## config.mk

```make
export PLATFORM = sky130hd
export DESIGN_NAME = dram_wait_ctrl
export DESIGN_NICKNAME = d
export VERILOG_FILES = /design/src/rtl/dram_wait_pkg.sv /design/src/rtl/dram_wait_dp.sv /design/src/rtl/dram_wait_fsm.sv /design/src/rtl/dram_wait_ctrl.sv
export SDC_FILE = /design/constraint.sdc
export NUM_CORES = 1
export LEC_CHECK = 0
export ABC_AREA = 1
export BUFFER_PORTS_ARGS = -buffer_cell sky130_fd_sc_hd__buf_2
export CAP_MARGIN = 0
export CORE_ASPECT_RATIO = 1.5
export CORE_MARGIN = 10
export CORE_UTILIZATION = 60
export DETAILED_ROUTE_END_ITERATION = 8
export PLACE_DENSITY = 0.94
export SLEW_MARGIN = 20
export SYNTH_ARGS = -nofsm -noshare
export SYNTH_HDL_FRONTEND = slang
export SYNTH_SLANG_ARGS = --single-unit
```

## constraint.sdc

```tcl
create_clock -name clk -period 4.4 [get_ports clk]
set_input_delay 0.88 -clock clk [delete_from_list [all_inputs] [get_ports clk]]
set_output_delay 0.88 -clock clk [all_outputs]
set_load 0.02 [all_outputs]
```

## src/rtl/dram_wait_pkg.sv

```systemverilog
package dram_wait_pkg;

  localparam int NUM_TYPES = 5;

  typedef enum logic [1:0] {
    ST_IDLE    = 2'd0,
    ST_ACCESS  = 2'd1,
    ST_REFRESH = 2'd2
  } ctlState_t;

  // Strobes from the control to the datapath.
  typedef struct packed {
    logic hold;      // capture the live request for later
    logic commit;    // start an access: open its row, make its cell current
    logic useHeld;   // classify the held request instead of the live one
    logic closeRow;  // refresh starts: forget the open row
  } dpStrobe_t;

  function automatic int colBitsOf(int t);
    case (t)
      1, 2, 3: return 10;
      4:       return 11;
      default: return 9;
    endcase
  endfunction

  function automatic int rowBitsOf(int t);
    case (t)
      1:       return 10;
      2, 4:    return 11;
      3:       return 12;
      default: return 9;
    endcase
  endfunction

endpackage

```

## src/rtl/dram_wait_dp.sv

```systemverilog
module dram_wait_dp
  import dram_wait_pkg::*;
#(
  parameter int ADDR_W     = 24,
  parameter int ROW_W      = 12,
  parameter int COL_W      = 11,
  parameter int COST_W     = 5,
  parameter int HIT_HALF   = 2,
  parameter int CELL_HALF  = 4,
  parameter int ROWRD_HALF = 7,
  parameter int ROWWR_HALF = 6
) (
  input  logic               clk,
  input  logic               rstN,
  input  dpStrobe_t          strobe,
  input  logic [ADDR_W-3:0]  liveWordAddr,
  input  logic               liveWe,
  input  logic [2:0]         liveType,
  output logic [COST_W-1:0]  cost,
  output logic [ROW_W-1:0]   rowAddr,
  output logic [COL_W-1:0]   colAddr
);

  localparam int WA_W = ADDR_W - 2;

  logic [WA_W-1:0]  heldAddr, selAddr;
  logic             heldWe, selWe;
  logic [2:0]       heldType, selType, effType;
  logic [ROW_W-1:0] openRow, rowSel;
  logic [COL_W-1:0] lastCol, colSel;
  logic [COL_W:0]   nextCol;
  logic             rowValid, sameRow, nearCell;
  logic [ROW_W-1:0] rowCand [NUM_TYPES];
  logic [COL_W-1:0] colCand [NUM_TYPES];

  assign selAddr = strobe.useHeld ? heldAddr : liveWordAddr;
  assign selWe   = strobe.useHeld ? heldWe   : liveWe;
  assign selType = strobe.useHeld ? heldType : liveType;
  assign effType = (selType < 3'(NUM_TYPES)) ? selType : 3'd0;

  // One field split per module geometry.
  for (genvar g = 0; g < NUM_TYPES; g++) begin : g_geom
    localparam int CB = colBitsOf(g);
    localparam int RB = rowBitsOf(g);
    assign colCand[g] = COL_W'(selAddr[CB-1:0]);
    assign rowCand[g] = ROW_W'(selAddr[CB +: RB]);
  end

  always_comb begin
    rowSel = rowCand[0];
    colSel = colCand[0];
    for (int i = 1; i < NUM_TYPES; i++) begin
      if (effType == 3'(i)) begin
        rowSel = rowCand[i];
        colSel = colCand[i];
      end
    end
  end

  assign nextCol  = {1'b0, lastCol} + 1'b1;
  assign sameRow  = rowValid && (rowSel == openRow);
  assign nearCell = (colSel == lastCol) || ({1'b0, colSel} == nextCol);

  always_comb begin
    if (!sameRow)      cost = selWe ? COST_W'(ROWWR_HALF) : COST_W'(ROWRD_HALF);
    else if (selWe)    cost = COST_W'(HIT_HALF);
    else if (nearCell) cost = COST_W'(HIT_HALF);
    else               cost = COST_W'(CELL_HALF);
  end

  always_ff @(posedge clk or negedge rstN) begin
    if (!rstN) begin
      heldAddr <= '0;
      heldWe   <= 1'b0;
      heldType <= '0;
      openRow  <= '0;
      lastCol  <= '0;
      rowValid <= 1'b0;
      rowAddr  <= '0;
      colAddr  <= '0;
    end else begin
      if (strobe.hold) begin
        heldAddr <= liveWordAddr;
        heldWe   <= liveWe;
        heldType <= liveType;
      end
      if (strobe.closeRow) begin
        rowValid <= 1'b0;
      end else if (strobe.commit) begin
        openRow  <= rowSel;
        lastCol  <= colSel;
        rowValid <= 1'b1;
        rowAddr  <= rowSel;
        colAddr  <= colSel;
      end
    end
  end

  // a refresh start leaves no row open in the next cycle.
  p_row_closed_r12: assert property (@(posedge clk) disable iff (!rstN)
    strobe.closeRow |=> !rowValid);

  // an access never starts on the edge that starts a refresh.
  p_no_start_on_close_r10: assert property (@(posedge clk) disable iff (!rstN)
    strobe.closeRow |-> !strobe.commit);

endmodule

```

## src/rtl/dram_wait_fsm.sv

```systemverilog
module dram_wait_fsm
  import dram_wait_pkg::*;
#(
  parameter int REF_PERIOD = 400,
  parameter int REF_HALF   = 10,
  parameter int COST_W     = 5,
  parameter int MAX_COST   = 7
) (
  input  logic              clk,
  input  logic              rstN,
  input  logic              req,
  input  logic [COST_W-1:0] cost,
  output dpStrobe_t         strobe,
  output logic              done,
  output logic              refreshActive
);

  localparam int PER_W = $clog2(REF_PERIOD);
  localparam int RC_W  = $clog2(REF_HALF);
  localparam int RUN_W = $clog2(REF_HALF + 1) + 1;

  ctlState_t         state;
  logic [COST_W-1:0] waitCnt;
  logic [RC_W-1:0]   refCnt;
  logic [PER_W-1:0]  refCount;
  logic              refPend, heldValid, tick, refDue;

  assign tick          = (refCount == PER_W'(REF_PERIOD - 1));
  assign refDue        = tick || refPend;
  assign refreshActive = (state == ST_REFRESH);

  always_comb begin
    strobe = '0;
    case (state)
      ST_IDLE: begin
        if (refDue) begin
          strobe.closeRow = 1'b1;
          strobe.hold     = req;
        end else begin
          strobe.commit = req;
        end
      end
      ST_REFRESH: begin
        if (refCnt != '0) begin
          strobe.hold = req && !heldValid;
        end else begin
          strobe.commit  = heldValid || req;
          strobe.useHeld = heldValid;
        end
      end
      default: ;
    endcase
  end

  always_ff @(posedge clk or negedge rstN) begin
    if (!rstN) begin
      state     <= ST_IDLE;
      waitCnt   <= '0;
      refCnt    <= '0;
      refCount  <= '0;
      refPend   <= 1'b0;
      heldValid <= 1'b0;
      done      <= 1'b0;
    end else begin
      done     <= 1'b0;
      refCount <= tick ? '0 : refCount + 1'b1;
      if (tick) refPend <= 1'b1;
      case (state)
        ST_IDLE: begin
          if (strobe.closeRow) begin
            state   <= ST_REFRESH;
            refCnt  <= RC_W'(REF_HALF - 1);
            refPend <= 1'b0;
            if (strobe.hold) heldValid <= 1'b1;
          end else if (strobe.commit) begin
            state   <= ST_ACCESS;
            waitCnt <= cost - COST_W'(2);
          end
        end
        ST_ACCESS: begin
          if (waitCnt == '0) begin
            done  <= 1'b1;
            state <= ST_IDLE;
          end else begin
            waitCnt <= waitCnt - 1'b1;
          end
        end
        ST_REFRESH: begin
          if (refCnt != '0) begin
            refCnt <= refCnt - 1'b1;
            if (strobe.hold) heldValid <= 1'b1;
          end else if (strobe.commit) begin
            state     <= ST_ACCESS;
            waitCnt   <= cost - COST_W'(2);
            heldValid <= 1'b0;
          end else begin
            state <= ST_IDLE;
          end
        end
        default: state <= ST_IDLE;
      endcase
    end
  end

  // Length of the current refresh run, kept for the check below.
  logic [RUN_W-1:0] refRunLen;
  always_ff @(posedge clk or negedge rstN) begin
    if (!rstN)              refRunLen <= '0;
    else if (refreshActive) refRunLen <= refRunLen + 1'b1;
    else                    refRunLen <= '0;
  end

  // done is a single-cycle strobe.
  p_done_pulse_r2: assert property (@(posedge clk) disable iff (!rstN)
    done |=> !done);

  // every refresh lasts exactly REF_HALF clocks.
  p_refresh_len_r9: assert property (@(posedge clk) disable iff (!rstN)
    $fell(refreshActive) |-> (refRunLen == RUN_W'(REF_HALF)));

  // no access completes while a refresh runs.
  p_no_done_in_refresh_r10: assert property (@(posedge clk) disable iff (!rstN)
    refreshActive |-> !done);

  // a pending refresh starts right after the access that delayed it.
  p_pending_served_r11: assert property (@(posedge clk) disable iff (!rstN)
    (done && refPend) |=> refreshActive);

  // the wait count never exceeds the largest access cost.
  p_wait_bound_r4: assert property (@(posedge clk) disable iff (!rstN)
    (state == ST_ACCESS) |-> (waitCnt <= COST_W'(MAX_COST - 2)));

endmodule

```

## src/rtl/dram_wait_ctrl.sv

```systemverilog
module dram_wait_ctrl
  import dram_wait_pkg::*;
#(
  parameter int ADDR_W     = 24,
  parameter int ROW_W      = 12,
  parameter int COL_W      = 11,
  parameter int HIT_HALF   = 2,
  parameter int CELL_HALF  = 4,
  parameter int ROWRD_HALF = 7,
  parameter int ROWWR_HALF = 6,
  parameter int REF_HALF   = 10,
  parameter int REF_PERIOD = 400
) (
  input  logic              clk,
  input  logic              rstN,
  input  logic              req,
  input  logic              wrEn,
  input  logic [ADDR_W-1:0] byteAddr,
  input  logic [2:0]        simmType,
  output logic              done,
  output logic [ROW_W-1:0]  rowAddr,
  output logic [COL_W-1:0]  colAddr,
  output logic              refreshActive
);

  localparam int MAX_A    = (HIT_HALF > CELL_HALF) ? HIT_HALF : CELL_HALF;
  localparam int MAX_B    = (ROWRD_HALF > ROWWR_HALF) ? ROWRD_HALF : ROWWR_HALF;
  localparam int MAX_COST = (MAX_A > MAX_B) ? MAX_A : MAX_B;
  localparam int COST_W   = $clog2(MAX_COST + 1);

  dpStrobe_t         strobe;
  logic [COST_W-1:0] cost;

  // Byte-within-cell bits do not take part in timing.
  logic unusedByteSel;
  assign unusedByteSel = ^byteAddr[1:0];

  dram_wait_fsm #(
    .REF_PERIOD (REF_PERIOD),
    .REF_HALF   (REF_HALF),
    .COST_W     (COST_W),
    .MAX_COST   (MAX_COST)
  ) u_fsm (
    .clk           (clk),
    .rstN          (rstN),
    .req           (req),
    .cost          (cost),
    .strobe        (strobe),
    .done          (done),
    .refreshActive (refreshActive)
  );

  dram_wait_dp #(
    .ADDR_W     (ADDR_W),
    .ROW_W      (ROW_W),
    .COL_W      (COL_W),
    .COST_W     (COST_W),
    .HIT_HALF   (HIT_HALF),
    .CELL_HALF  (CELL_HALF),
    .ROWRD_HALF (ROWRD_HALF),
    .ROWWR_HALF (ROWWR_HALF)
  ) u_dp (
    .clk          (clk),
    .rstN         (rstN),
    .strobe       (strobe),
    .liveWordAddr (byteAddr[ADDR_W-1:2]),
    .liveWe       (wrEn),
    .liveType     (simmType),
    .cost         (cost),
    .rowAddr      (rowAddr),
    .colAddr      (colAddr)
  );

endmodule

```

Word-level counts from Yosys, hierarchy flattened
Index checks and enable logic that the tools add are counted.
- add/subtract/negate cells: 5
- order comparisons: 1
- equality and inequality tests: 18
- muxes and demuxes: 51
- bitwise operators: 1
- reduce and logical (&&, ||, !) cells: 17
- operators with widths (operator ; count):
    10-bit two-way mux ; 4
    12-bit two-way mux ; 3
    3-bit two-way mux ; 9
    22-bit two-way mux ; 1
    1-bit two-way mux ; 20
    11-bit by 1-bit adder with 12-bit output (second input constant) ; 1
    11-bit by 12-bit equality test with 1-bit output ; 1
    12-bit equality test ; 1
    11-bit equality test ; 1
    11-bit two-way mux ; 1
    2-bit two-way mux ; 5
    9-bit by 1-bit adder with 9-bit output (second input constant) ; 1
    9-bit equality test (second input constant) ; 1
    9-bit two-way mux ; 1
    3-bit case mux with 3 select lines ; 1
    3-bit AND reduction ; 3
    4-bit two-way mux ; 2
    2-bit inequality test (second input constant) ; 4
    4-bit case mux with 2 select lines ; 1
    3-bit by 2-bit equality test with 1-bit output (second input constant) ; 2
    2-bit case mux with 3 select lines ; 1
    2-bit by 1-bit inequality test with 1-bit output (second input constant) ; 2
    2-bit case mux with 2 select lines ; 1
    4-bit AND reduction ; 1
    21 further kinds ; 25
- register bits: 71
- input port bits: 31
- output and inout port bits: 25
- logic and storage cells: 106

Longest topological paths before layout
Gate-level depths: netlist of run 1.
- depth after elaboration: 20
- mapped depth: 19
- mapped depth without buffers: 19

Hierarchy
A second synthesis of run 1 with hierarchy kept.
- cells, all modules: 627
- area total of the unflattened synthesis: 4660.7 um^2
- by module, submodules not included (module ; times used ; cells an instance ; area an instance (um^2) ; sequential area each (um^2)):
    dram_wait_dp ; 1 ; 468 ; 3350.7 ; 1251.2
    dram_wait_fsm ; 1 ; 159 ; 1310.0 ; 525.5

Worst setup path before layout of run 1
No wires, ideal clock.
- path type: register to register
- start point: register u_fsm.refCnt[0]
- end point: register u_fsm.waitCnt[0]
- setup time: 0.120 ns
- arrival: 2.112 ns
- required time: 4.280 ns
- slack: 2.168 ns
- cell stages (with the launch flop): 18
- buffers on the path: 1
- period minus slack after synthesis: 2.232 ns
- cell sequence: dfrtp_1 > inv_1 > ha_1 > nand2_1 > nor2_2 > nand4_1 > nand2_2 > nand3_1 > buf_4 > or2_1 > nand2_1 > nand2_1 > nand2_1 > nand2_1 > nor2_1 > nand2_1 > nand2_1 > a21oi_1
- word-level cells in the longest chain between the ends: 18
- elaborated cells between the ends (all ways): 29
- those cells by class: add/sub (1); order compare (1); eq/ne (6); mux (18); reduce/logical (3)
- ends and longest elaborated chain (item ; line ; RTL):
    start, declared ; dram_wait_fsm.sv:24 ; logic [RC_W-1:0] refCnt;
    start signal, assigned ; dram_wait_fsm.sv:72 ; refCnt <= RC_W'(REF_HALF - 1);
    start signal, assigned ; dram_wait_fsm.sv:90 ; refCnt <= refCnt - 1'b1;
    4-bit nonzero test (*) ; dram_wait_fsm.sv:44, dram_wait_fsm.sv:89 ;
    2-bit two-way mux ; dram_wait_fsm.sv:44 ; if (refCnt != '0) begin
    1-bit two-way mux ; dram_wait_fsm.sv:34 ; case (state)
    3-bit two-way mux ; dram_wait_dp.sv:38 ; assign selType = strobe.useHeld ? heldType : liveType;
    3-bit < comparator ; dram_wait_dp.sv:39 ; assign effType = (selType < 3'(NUM_TYPES)) ? selType : 3'd0;
    3-bit two-way mux ; dram_wait_dp.sv:39 ;
    3-bit by 1-bit equality test with 1-bit output ; dram_wait_dp.sv:53 ; if (effType == 3'(i)) begin
    10-bit two-way mux ; dram_wait_dp.sv:53 ;
    12-bit two-way mux (3 in series) ; dram_wait_dp.sv:53 ;
    12-bit equality test ; dram_wait_dp.sv:61 ; assign sameRow = rowValid && (rowSel == openRow);
    1-bit logical AND ; dram_wait_dp.sv:61 ;
    3-bit two-way mux ; dram_wait_dp.sv:65 ; if (!sameRow) cost = selWe ? COST_W'(ROWWR_HALF) : COST_W'(ROWRD_HALF);
    3-bit by 2-bit subtractor with 3-bit output ; dram_wait_fsm.sv:77, dram_wait_fsm.sv:94 ;
    3-bit two-way mux ; dram_wait_fsm.sv:75, dram_wait_fsm.sv:92 ;
    3-bit two-way mux, on equally long branches ; dram_wait_fsm.sv:89, dram_wait_fsm.sv:70 ;
    3-bit case mux with 3 select lines ; dram_wait_fsm.sv:68 ; case (state)
    end signal, assigned ; dram_wait_fsm.sv:77 ; waitCnt <= cost - COST_W'(2);
    end signal, assigned ; dram_wait_fsm.sv:85 ; waitCnt <= waitCnt - 1'b1;
    end signal, assigned ; dram_wait_fsm.sv:94 ; waitCnt <= cost - COST_W'(2);
    end, declared ; dram_wait_fsm.sv:23 ; logic [COST_W-1:0] waitCnt;
Every way passes the cells marked *; elsewhere a longest branch is shown, timed or not. The select of a mux whose other input is x is not followed.
A chain may end at the register's enable or synchronous reset.

Final worst setup path of run 1
Same ends and word-level chain as after synthesis.

==> results of run 1 <==
registers in the layout (all words and copies together), names as in the netlist:
signal and count:
u_dp.colAddr 11, u_dp.heldAddr 22, u_dp.heldType 3, u_dp.heldWe 1
u_dp.rowAddr 12, u_dp.rowValid 1, u_fsm.done 1, u_fsm.heldValid 1
u_fsm.refCnt 4, u_fsm.refCount 9, u_fsm.refPend 1, u_fsm.state 2
u_fsm.waitCnt 3
final timing paths:
kind                                  from          endpoint  slack, ns  cells past startpoint
max                        u_fsm.refCnt[0]  u_fsm.waitCnt[0]       1.09                     15
min                                   rstN   u_dp.colAddr[3]       0.47                      1
max reg2reg                u_fsm.refCnt[0]  u_fsm.waitCnt[0]       1.09                     15
min reg2reg                u_fsm.refCnt[0]   u_fsm.refCnt[0]       0.48                      1
max in group asynchronous             rstN  u_dp.heldAddr[7]       2.92                      2
min in group clk           u_fsm.refCnt[0]   u_fsm.refCnt[0]       0.48                      1
layer usage:
metal  wire, um  vias to the layer above  global-route usage [%]  part of all wire, %
met5          0                        -                       0                    0
met4        504                        0                   12.22                  4.6
met3        628                       52                   5.509                  5.8
met2       5362                      156                   33.10                   49
met1       4402                     1955                   21.96                   40
li1           -                     2122                       -                    -
Yosys cell counts (all sizes together):
cell type and instances:
a211oi 1, a21oi 13, and3 1, buf 8, clkbuf 9, clkinv 1, dfrtp 71, ha 5
inv 93, mux2 6, nand2 207, nand3 60, nand3b 2, nand4 15, nor2 52, nor3 5
o211ai 3, o21ai 66, o31ai 1, or2 5, xnor2 2, xor2 12
kinds of logic (layout without fill, tap and decap cells):
group | after synthesis | in the layout | synth area share [%]
buffers and inverters | 111 | 167 | 9.875
multiplexers | 6 | 6 | 1.532
flip-flops | 71 | 71 | 40.30
AND/OR/NAND/NOR | 347 | 347 | 34.28
AO/OA/AOI/OAI | 84 | 84 | 9.818
XOR/XNOR | 14 | 14 | 2.781
adder cells (fa/ha/maj) | 5 | 5 | 1.419
through the flow:
step           area [sq um]  worst slack, ns  hold slack [ns]
3_3_place_gp           4758            1.319           0.4465
4_1_cts                4964            1.144           0.4730
6_report               4964            1.088           0.4704
3_5_place_dp           4758            1.185           0.4651
2_1_floorplan          4409            2.168           0.4329
5_1_grt                4964           0.7057           0.4798
final cells by class:
class,count,area (sq um),area share (%)
Clock inverter,4,70.07,1.412
Timing Repair Buffer,57,295.3,5.949
Multi-Input combinational cell,456,2208,44.49
Sequential cell,71,1777,35.80
Clock buffer,12,135.1,2.722
Inverter,94,352.8,7.109
Tap cell,100,125.1,2.521
cell usage in the layout, fill, tap and decap left out, types with 2 or more instances in the layout:
cell type	n
or2_2	3
o21ai_0	58
nand3b_1	2
nand4_1	14
nor2_4	3
nand2_2	4
o21ai_1	8
inv_1	92
dfrtp_1	71
a21oi_1	12
nor2_1	47
xor2_1	12
nor3_1	5
buf_2	53
nand3_1	60
nand2_4	2
bufinv_16	2
nand2_1	201
nor2_2	2
xnor2_1	2
or2_1	2
clkbuf_8	9
o211ai_1	3
mux2_2	6
ha_1	5
clkbuf_1	3
buf_4	4
clkinv_2	2
power groups by stage:
stage          clock network, mW  logic, mW  registers, mW
2_1_floorplan                  0      0.481           1.01
3_3_place_gp                   0      0.825          0.911
3_5_place_dp                   0      0.859          0.919
4_1_cts                    0.563      0.864          0.909
5_1_grt                    0.597      0.977          0.932
6_report                   0.557      0.865          0.914
==> flow_metrics.env, run 1 <==
export IMPL_status="completed"
export IMPL_post_route_period_util_pct=75.28
export IMPL_cts_buffers=9
export IMPL_dr_pass1_iters=6
export IMPL_final_util_pct=69.14
export IMPL_fp_dieH_um=125.0
export IMPL_gp_congestion=0.8909
export IMPL_antenna_found_initial=0
export IMPL_p_sw_mw=0.9455
export IMPL_yosysWarningCount=0
export IMPL_cts_hold_buf=0
export IMPL_ios=56
export IMPL_arrival_ns=3.56
export IMPL_ys_seq_elements=71
export IMPL_wirelength_mm=10.90
export IMPL_grt_pass1_vias=4172
export IMPL_fin_nets=725
export IMPL_worst_path_max_delay_cell="nand3_1"
export IMPL_synth_distinct_cells=32
export IMPL_rows=38
export IMPL_ir_drop_v=0.0003339
export IMPL_p_per_area_nw_per_um2=470.6
export IMPL_synth_top_cell_area_share_pct=40.30
export IMPL_worst_slew_pin_slew_ns=0.8385
export IMPL_cp_required_ns=4.65
export IMPL_synth_fp_nets=674
export IMPL_seq_area_frac_synth_pct=40.30
export IMPL_crit_chain="inv_1, ha_1, nand4_4, nand2_1, nand2_2, nand3_1, nand3_1, nand3_1, nand2_1, nor2_1, nand2_1, nor2_1, nand2_1, nand2_1, a21oi_1"
export IMPL_internal_power_mw=1.390
export IMPL_grt_max_degree=53
export IMPL_dieArea_sq_um=11250
export IMPL_nFillCells=604
export IMPL_cts_sinks=71
export IMPL_postCtsSetupRepairBufs=0
export IMPL_path_max_fanout=45
export IMPL_cts_tree="done"
export IMPL_p_leak_nw=2.708
export IMPL_critical_path_most_common_cell="nand2_1"
export IMPL_finalPower_mw=2.336
export IMPL_drv_cap=0
export IMPL_fp_coreArea_sq_um=7179
export IMPL_slowest_delay_ns=0.56
export IMPL_grt_total_usage_pct=19.85
export IMPL_crit_path_start_kind="flop"
export IMPL_port_buffers=53
export IMPL_syn2layout_area_growth_pct=12.57
export IMPL_maxSlewViolCount=0
export IMPL_setup_viol=0
export IMPL_initial_core_util_pct=61.42
export IMPL_grt_pass1_wl_mm=18.69
export IMPL_num_vias=4285
export IMPL_clk_pin_slew_ns=0.07
export IMPL_die_width_um=90.00
export IMPL_hold_path_class="input port to asynchronous set/reset pin"
export IMPL_final_cell_count_no_fill=794
export IMPL_clock_skew_ns=0.007802
export IMPL_ys_top_cells_by_area="dfrtp_1, nand2_1, inv_1"
export IMPL_hpwl_mm=8.152
export IMPL_drive_gt1_share_pct=13.40
export IMPL_switching_share_pct=40.48
export IMPL_seqPwrFrac_pct=39.1
export IMPL_crit_buf_inv=1
export IMPL_cts_root_buf="clkbuf_8"
export IMPL_clock_latency_ns=0.36
export IMPL_critPathTopFamily="simple AND/OR/NAND/NOR gates"
export IMPL_fmax_ghz=0.3019
export IMPL_ant_nets=0
export IMPL_n_antenna_cell=0
export IMPL_combPwrFrac_pct=37.0
export IMPL_relSlewSlack_pct=43.97
export IMPL_viasPerCell=5.397
export IMPL_fin_crit_ns=3.312
export IMPL_synth_top_cell_by_area="dfrtp_1"
export IMPL_path_class="flop to flop"
export IMPL_rsz0062_at_grt="false"
export IMPL_avgRoutedWirePerCell_um=13.73
export IMPL_initialDrtViolationCount=409
export IMPL_cts_buffer_depth=2
export IMPL_dpl_cell_count=778
export IMPL_post_route_drc_count=0
export IMPL_endpoint_kind="flop"
export IMPL_fin_setup_tns_ns=0
export IMPL_netlist_area_sq_um=4409
export IMPL_overflow=0
export IMPL_cts_htree_levels=3
export IMPL_avgSynthCellArea_sq_um=6.911
export IMPL_syn_inst=638
export IMPL_hold_violations=0
export IMPL_post_cts_resized=0
export IMPL_power_frac_clock_pct=23.8
No activity file was read; power rests on OpenSTA's default activity.
==> run 2, diff against run 1 <==
ABC_AREA = 0   (was 1)
CORE_UTILIZATION = 59   (was 60)
PLACE_DENSITY = 0.92   (was 0.94)
clock period = 3.2 ns   (was 4.4 ns; I/O delays follow)
==> flow_metrics.env, run 2 <==
export IMPL_status="completed"
export IMPL_path_class="flop to flop"
export IMPL_initialDrtViolationCount=466
export IMPL_dpl_cell_count=708
export IMPL_cts_buffers=9
export IMPL_synthArstFlopShare_pct=100.0
export IMPL_arrival_ns=3.31
export IMPL_fin_crit_ns=3.088
export IMPL_cts_root_buf="clkbuf_16"
export IMPL_internal_power_mw=2.317
export IMPL_reg_top3="u_dp.heldAddr: 22 flops, u_dp.rowAddr: 12 flops, u_dp.colAddr: 11 flops"
export IMPL_wirelength_mm=15.06
export IMPL_relSlewSlack_pct=50.11
export IMPL_num_vias=4723
export IMPL_grt_pass1_wl_mm=24.69
export IMPL_endpoint_kind="flop"
export IMPL_fin_nets=653
export IMPL_worst_slew_pin_slew_ns=0.7382
export IMPL_synth_edf_count=0
export IMPL_ir_drop_v=0.0006004
export IMPL_drv_cap=0
export IMPL_yosys_most_used_dff="dfrtp_1"
export IMPL_fp_dieH_um=130.9
export IMPL_ys_top_cells_by_area="dfrtp_1, mux2_2, a21oi_1"
export IMPL_grt_pass1_vias=4971
export IMPL_worst_path_stages=11
export IMPL_synth_distinct_cells=67
export IMPL_slowest_delay_ns=0.51
export IMPL_overflow=0
export IMPL_yosysWarningCount=0
export IMPL_combPwrFrac_pct=39.2
export IMPL_cp_required_ns=3.42
export IMPL_hpwl_mm=10.82
export IMPL_avgRoutedWirePerCell_um=20.72
export IMPL_seqPwrFrac_pct=35.2
export IMPL_cts_tree="done"
export IMPL_ant_nets=0
export IMPL_grt_max_degree=43
export IMPL_viasPerCell=6.497
export IMPL_post_route_period_util_pct=96.51
export IMPL_final_common_cell="dfrtp_1"
export IMPL_maxSlewViolCount=0
export IMPL_path_max_fanout=12
export IMPL_port_buffers=53
export IMPL_fp_coreArea_sq_um=8008
export IMPL_initial_core_util_pct=60.38
export IMPL_n_antenna_cell=0
export IMPL_switching_share_pct=40.50
export IMPL_p_per_area_nw_per_um2=678.3
export IMPL_synth_top_cell_area_share_pct=36.75
export IMPL_rrSetupSlack_ns=0.11
export IMPL_p_sw_mw=1.578
export IMPL_synth_top_cell_by_area="dfrtp_1"
export IMPL_post_synth_top_count_cell="dfrtp_1"
export IMPL_grt_total_usage_pct=25.26
export IMPL_ys_seq_elements=71
export IMPL_nFillCells=627
export IMPL_dieArea_sq_um=12290
export IMPL_syn_inst=551
export IMPL_hold_violations=0
export IMPL_critPathTopFamily="simple AND/OR/NAND/NOR gates"
export IMPL_drive_gt1_share_pct=25.08
export IMPL_cts_buffer_depth=2
export IMPL_final_cell_mix="dfrtp_1, buf_2, nor2_1, a21oi_1, nand2_1"
export IMPL_seq_area_frac_synth_pct=36.75
export IMPL_cts_sinks=71
export IMPL_timing_rr_start="u_fsm.refCnt[0]"
export IMPL_hold_path_class="input port to asynchronous set/reset pin"
export IMPL_setup_viol=0
export IMPL_power_frac_clock_pct=25.6
export IMPL_worst_path_max_delay_cell="or4_1"
export IMPL_crit_path_start_kind="flop"
export IMPL_crit_chain="inv_1, ha_1, nor3b_4, buf_4, nand2_4, mux2i_4, xnor2_1, a221o_1, or4_1, o31ai_1, o21ai_1"
export IMPL_avgSynthCellArea_sq_um=8.774
export IMPL_gp_congestion=0.9773
export IMPL_syn2layout_area_growth_pct=18.79
export IMPL_p_leak_nw=2.550
export IMPL_fmax_ghz=0.3238
export IMPL_largest_register="u_dp.heldAddr"
export IMPL_synth_fp_nets=587
export IMPL_clk_pin_slew_ns=0.06
export IMPL_antenna_found_initial=0
export IMPL_final_cell_count_no_fill=727
export IMPL_dr_pass1_iters=6
export IMPL_rows=40
export IMPL_crit_buf_inv=2
export IMPL_largest_reg_flops=22
export IMPL_clock_latency_ns=0.34
export IMPL_post_route_drc_count=0
export IMPL_netlist_area_sq_um=4835
export IMPL_synth_top_cells_by_count="dfrtp_1, nor2_1, a21oi_1, nand2_1, mux2_2"
export IMPL_setup_worst_path_start="u_fsm.refCnt[0]"
export IMPL_finalPower_mw=3.895
export IMPL_cts_hold_buf=0
export IMPL_die_width_um=93.91
export IMPL_clock_skew_ns=0.005443
export IMPL_ios=56
export IMPL_reg2regPathDepth=11
export IMPL_cts_htree_levels=3
## run 2: changes by cell type in the layout (fill, tap and decap cells not counted), moves of 22 or more
cell,before,now
o21ai_0,58,25
buf_4,4,35
nand3_1,60,13
inv_1,92,18
a21oi_1,12,44
mux2_2,6,28
nand2_1,201,43
## run 2: cells by family after synthesis
group	synth area share, %
and+or+nand+nor	20.96
adders and majority gates	1.294
AOI/OAI and AO/OA	19.54
xor gates and xnor gates	6.159
muxes	10.92
DFF	36.75
buffers and inverters	4.374
## run 2: final timing paths
kind / end
min reg2reg: u_fsm.refCount[0]
min: u_fsm.refCount[0]
max in group asynchronous: u_dp.heldAddr[9]
max reg2reg: u_fsm.waitCnt[1]
min in group clk: u_fsm.refCount[0]
max: u_fsm.waitCnt[1]
## run 2: repair_timing
action,4_1_cts,5_1_grt
resized for setup,1,7
buffers inserted,0,3
pin swaps,0,2
endpoints found under the setup margin,1,3
## run 2: area by class of cell
cell class | count | area, sq um | area share [%]
Inverter | 18 | 67.56 | 1.176
Clock inverter | 6 | 61.31 | 1.068
Multi-Input combinational cell | 426 | 2889 | 50.30
Clock buffer | 10 | 229.0 | 3.987
Timing Repair Buffer | 91 | 588.1 | 10.24
Tap cell | 105 | 131.4 | 2.288
Sequential cell | 71 | 1777 | 30.94
## run 2: worst reg2reg max path, delay by kind of cell, from the launching register on
kind	cells	cell delay [ns]
flops	1	0.40
buf+inv	2	0.25
xor+xnor	1	0.19
compound gates	3	0.71
fa+ha+maj	1	0.18
mux	1	0.27
simple gates	3	0.96
## run 2: through the flow
stage               utilization (%)  hold slack, ns  setup WS, ns  TNS (ns)  instance area (sq um)
floorplan                         -          0.3444        0.4864         0                   4835
global placement              67.33          0.4612        0.1372         0                   5391
detailed placement            67.33          0.4796      -0.01190  -0.01190                   5391
finish                        71.72          0.3476        0.1118         0                   5743
global route                  71.72          0.3925      -0.04262  -0.04262                   5743
CTS                           70.98          0.3664       0.04695         0                   5684
## run 2: per-layer routing
metal,vias up,wire [um],GRT usage (%)
met1,2266,5475,27.35
li1,2158,-,-
met5,-,0,0
met4,0,684,14.80
met3,60,1138,5.597
met2,239,7763,43.98
## run 2: power groups by stage
stage,registers (mW),logic (mW),clock network [mW]
global placement,1.35,1.43,0
floorplan,1.43,0.925,0
finish,1.37,1.53,0.998
detailed placement,1.37,1.48,0
global route,1.40,1.67,1.05
CTS,1.36,1.51,0.999
==> run 3, diff against run 2 <==
CAP_MARGIN = 20   (was 0)
CORE_UTILIZATION = 50   (was 59)
PLACE_DENSITY = 0.82   (was 0.92)
==> flow_metrics.env, run 3 (synthesis results as in run 2) <==
export IMPL_pre_cts_slack_ns=0.09172
export IMPL_grt_max_degree=38
export IMPL_gp_congestion=0.9685
export IMPL_maxSlewViolCount=0
export IMPL_post_route_drc_count=0
export IMPL_num_vias=4667
export IMPL_endpoint_kind="flop"
export IMPL_largest_register="u_dp.heldAddr"
export IMPL_hold_path_class="input port to asynchronous set/reset pin"
export IMPL_port_buffers=53
export IMPL_fp_dieH_um=140.4
export IMPL_ios=56
export IMPL_cts_sinks=71
export IMPL_cts_root_buf="clkbuf_16"
export IMPL_grt_pass1_wl_mm=23.65
export IMPL_nFillCells=832
export IMPL_dieArea_sq_um=14080
export IMPL_setup_viol=0
export IMPL_cp_required_ns=3.48
export IMPL_initialDrtViolationCount=239
export IMPL_p_leak_nw=2.573
export IMPL_drv_cap=0
export IMPL_overflow=0
export IMPL_combPwrFrac_pct=39.8
export IMPL_dr_pass1_iters=5
export IMPL_avgRoutedWirePerCell_um=19.92
export IMPL_power_frac_clock_pct=24.5
export IMPL_path_class="flop to flop"
export IMPL_fin_crit_ns=3.048
export IMPL_crit_path_start_kind="flop"
export IMPL_final_cell_count_no_fill=742
export IMPL_final_common_cell="dfrtp_1"
export IMPL_p_per_area_nw_per_um2=659.9
export IMPL_ir_drop_v=0.0004506
export IMPL_whs_ns=0.1285
export IMPL_cts_buffers=9
export IMPL_cts_buffer_depth=2
export IMPL_largest_reg_flops=22
export IMPL_fin_nets=661
export IMPL_seqPwrFrac_pct=35.7
export IMPL_grt_pass1_vias=4659
export IMPL_internal_power_mw=2.257
export IMPL_initial_core_util_pct=51.64
export IMPL_reg_top3="u_dp.heldAddr: 22 flops, u_dp.rowAddr: 12 flops, u_dp.colAddr: 11 flops"
export IMPL_setup_slack_ns=0.1516
export IMPL_hpwl_mm=10.78
export IMPL_clock_skew_ns=0.009587
export IMPL_relSlewSlack_pct=51.35
export IMPL_wirelength_mm=14.78
export IMPL_antenna_found_initial=0
export IMPL_ant_nets=0
export IMPL_viasPerCell=6.290
export IMPL_final_cell_mix="dfrtp_1, buf_2, nor2_1, a21oi_1, buf_4"
export IMPL_drive_gt1_share_pct=26.51
export IMPL_cts_tree="done"
export IMPL_worst_slew_pin_slew_ns=0.7282
export IMPL_multi_input_area_sq_um=2914
export IMPL_fmax_ghz=0.3280
export IMPL_grt_total_usage_pct=20.60
export IMPL_syn2layout_area_growth_pct=19.93
export IMPL_hold_violations=0
export IMPL_clock_latency_ns=0.35
export IMPL_status="completed"
export IMPL_switching_share_pct=41.01
export IMPL_n_antenna_cell=0
export IMPL_rows=43
export IMPL_regArea_sq_um=1777
export IMPL_arrival_ns=3.33
export IMPL_post_route_period_util_pct=95.26
export IMPL_dpl_cell_count=717
export IMPL_path_max_fanout=9
export IMPL_die_width_um=100.3
export IMPL_clk_pin_slew_ns=0.07
export IMPL_fp_coreArea_sq_um=9361
export IMPL_p_sw_mw=1.569
export IMPL_cts_hold_buf=0
export IMPL_cts_htree_levels=3
## run 3: final cells by class
| cell class | instances | share of cell area [%] |
|---|---|---|
| Multi-Input combinational cell | 426 | 50.26 |
| Timing Repair Buffer | 99 | 10.81 |
| Sequential cell | 71 | 30.64 |
| Clock buffer | 9 | 3.884 |
| Tap cell | 112 | 2.417 |
| Inverter | 18 | 1.165 |
| Clock inverter | 7 | 0.8200 |
## run 3: layer usage
metal  vias up  track usage [%]  wire (um)
li1       2170                -          -
met1      2274            23.40       5736
met5         -                0          0
met4         0            9.552        545
met2       184            35.95       7709
met3        39            3.693        787
## run 3: power by group through the flow
stage / Clock (mW) / Sequential [mW] / Combinational, mW
5_1_grt: 0.976 / 1.40 / 1.67
3_3_place_gp: 0 / 1.36 / 1.44
4_1_cts: 0.948 / 1.36 / 1.50
2_1_floorplan: 0 / 1.43 / 0.925
6_report: 0.938 / 1.37 / 1.52
3_5_place_dp: 0 / 1.37 / 1.48
## run 3: per-stage QoR
stage / area (sq um) / setup TNS [ns] / utilization, % / total power, mW
6_report: 5798 / 0 / 61.94 / 3.826
4_1_cts: 5663 / 0 / 60.49 / 3.799
2_1_floorplan: 4835 / 0 / - / 2.357
3_3_place_gp: 5390 / 0 / 57.58 / 2.799
5_1_grt: 5798 / -0.02317 / 61.94 / 4.041
3_5_place_dp: 5390 / 0 / 57.58 / 2.850
## run 3: worst paths after layout
| check | to | from | depth (start not counted) | slack [ns] |
|---|---|---|---|---|
| setup / recovery | u_fsm.waitCnt[1] | u_fsm.refCnt[0] | 11 | 0.15 |
| hold / removal | u_fsm.refCount[4] | rstN | 1 | 0.13 |
| setup reg to reg | u_fsm.waitCnt[1] | u_fsm.refCnt[0] | 11 | 0.15 |
| hold reg to reg | u_fsm.refCount[0] | u_fsm.refCount[0] | 1 | 0.50 |
| max in group asynchronous | u_dp.heldAddr[18] | rstN | 2 | 2.36 |
| min in group clk | u_fsm.refCount[0] | u_fsm.refCount[0] | 1 | 0.50 |
## run 3: critical path, stage by stage, from the launching register on
cell,delay (ns)
dfrtp_1,0.41
inv_1,0.08
ha_1,0.19
nor3b_4,0.28
nand2_4,0.17
buf_12,0.17
nor3b_1,0.40
a31oi_1,0.09
o311ai_0,0.38
nand4b_1,0.28
or3_1,0.38
o21ai_1,0.13
## run 3: what timing repair did
action	4_1_cts	5_1_grt
buffers inserted	0	9
setup endpoints to repair	0	3
resized for setup	0	14
hold endpoints to repair	0	0
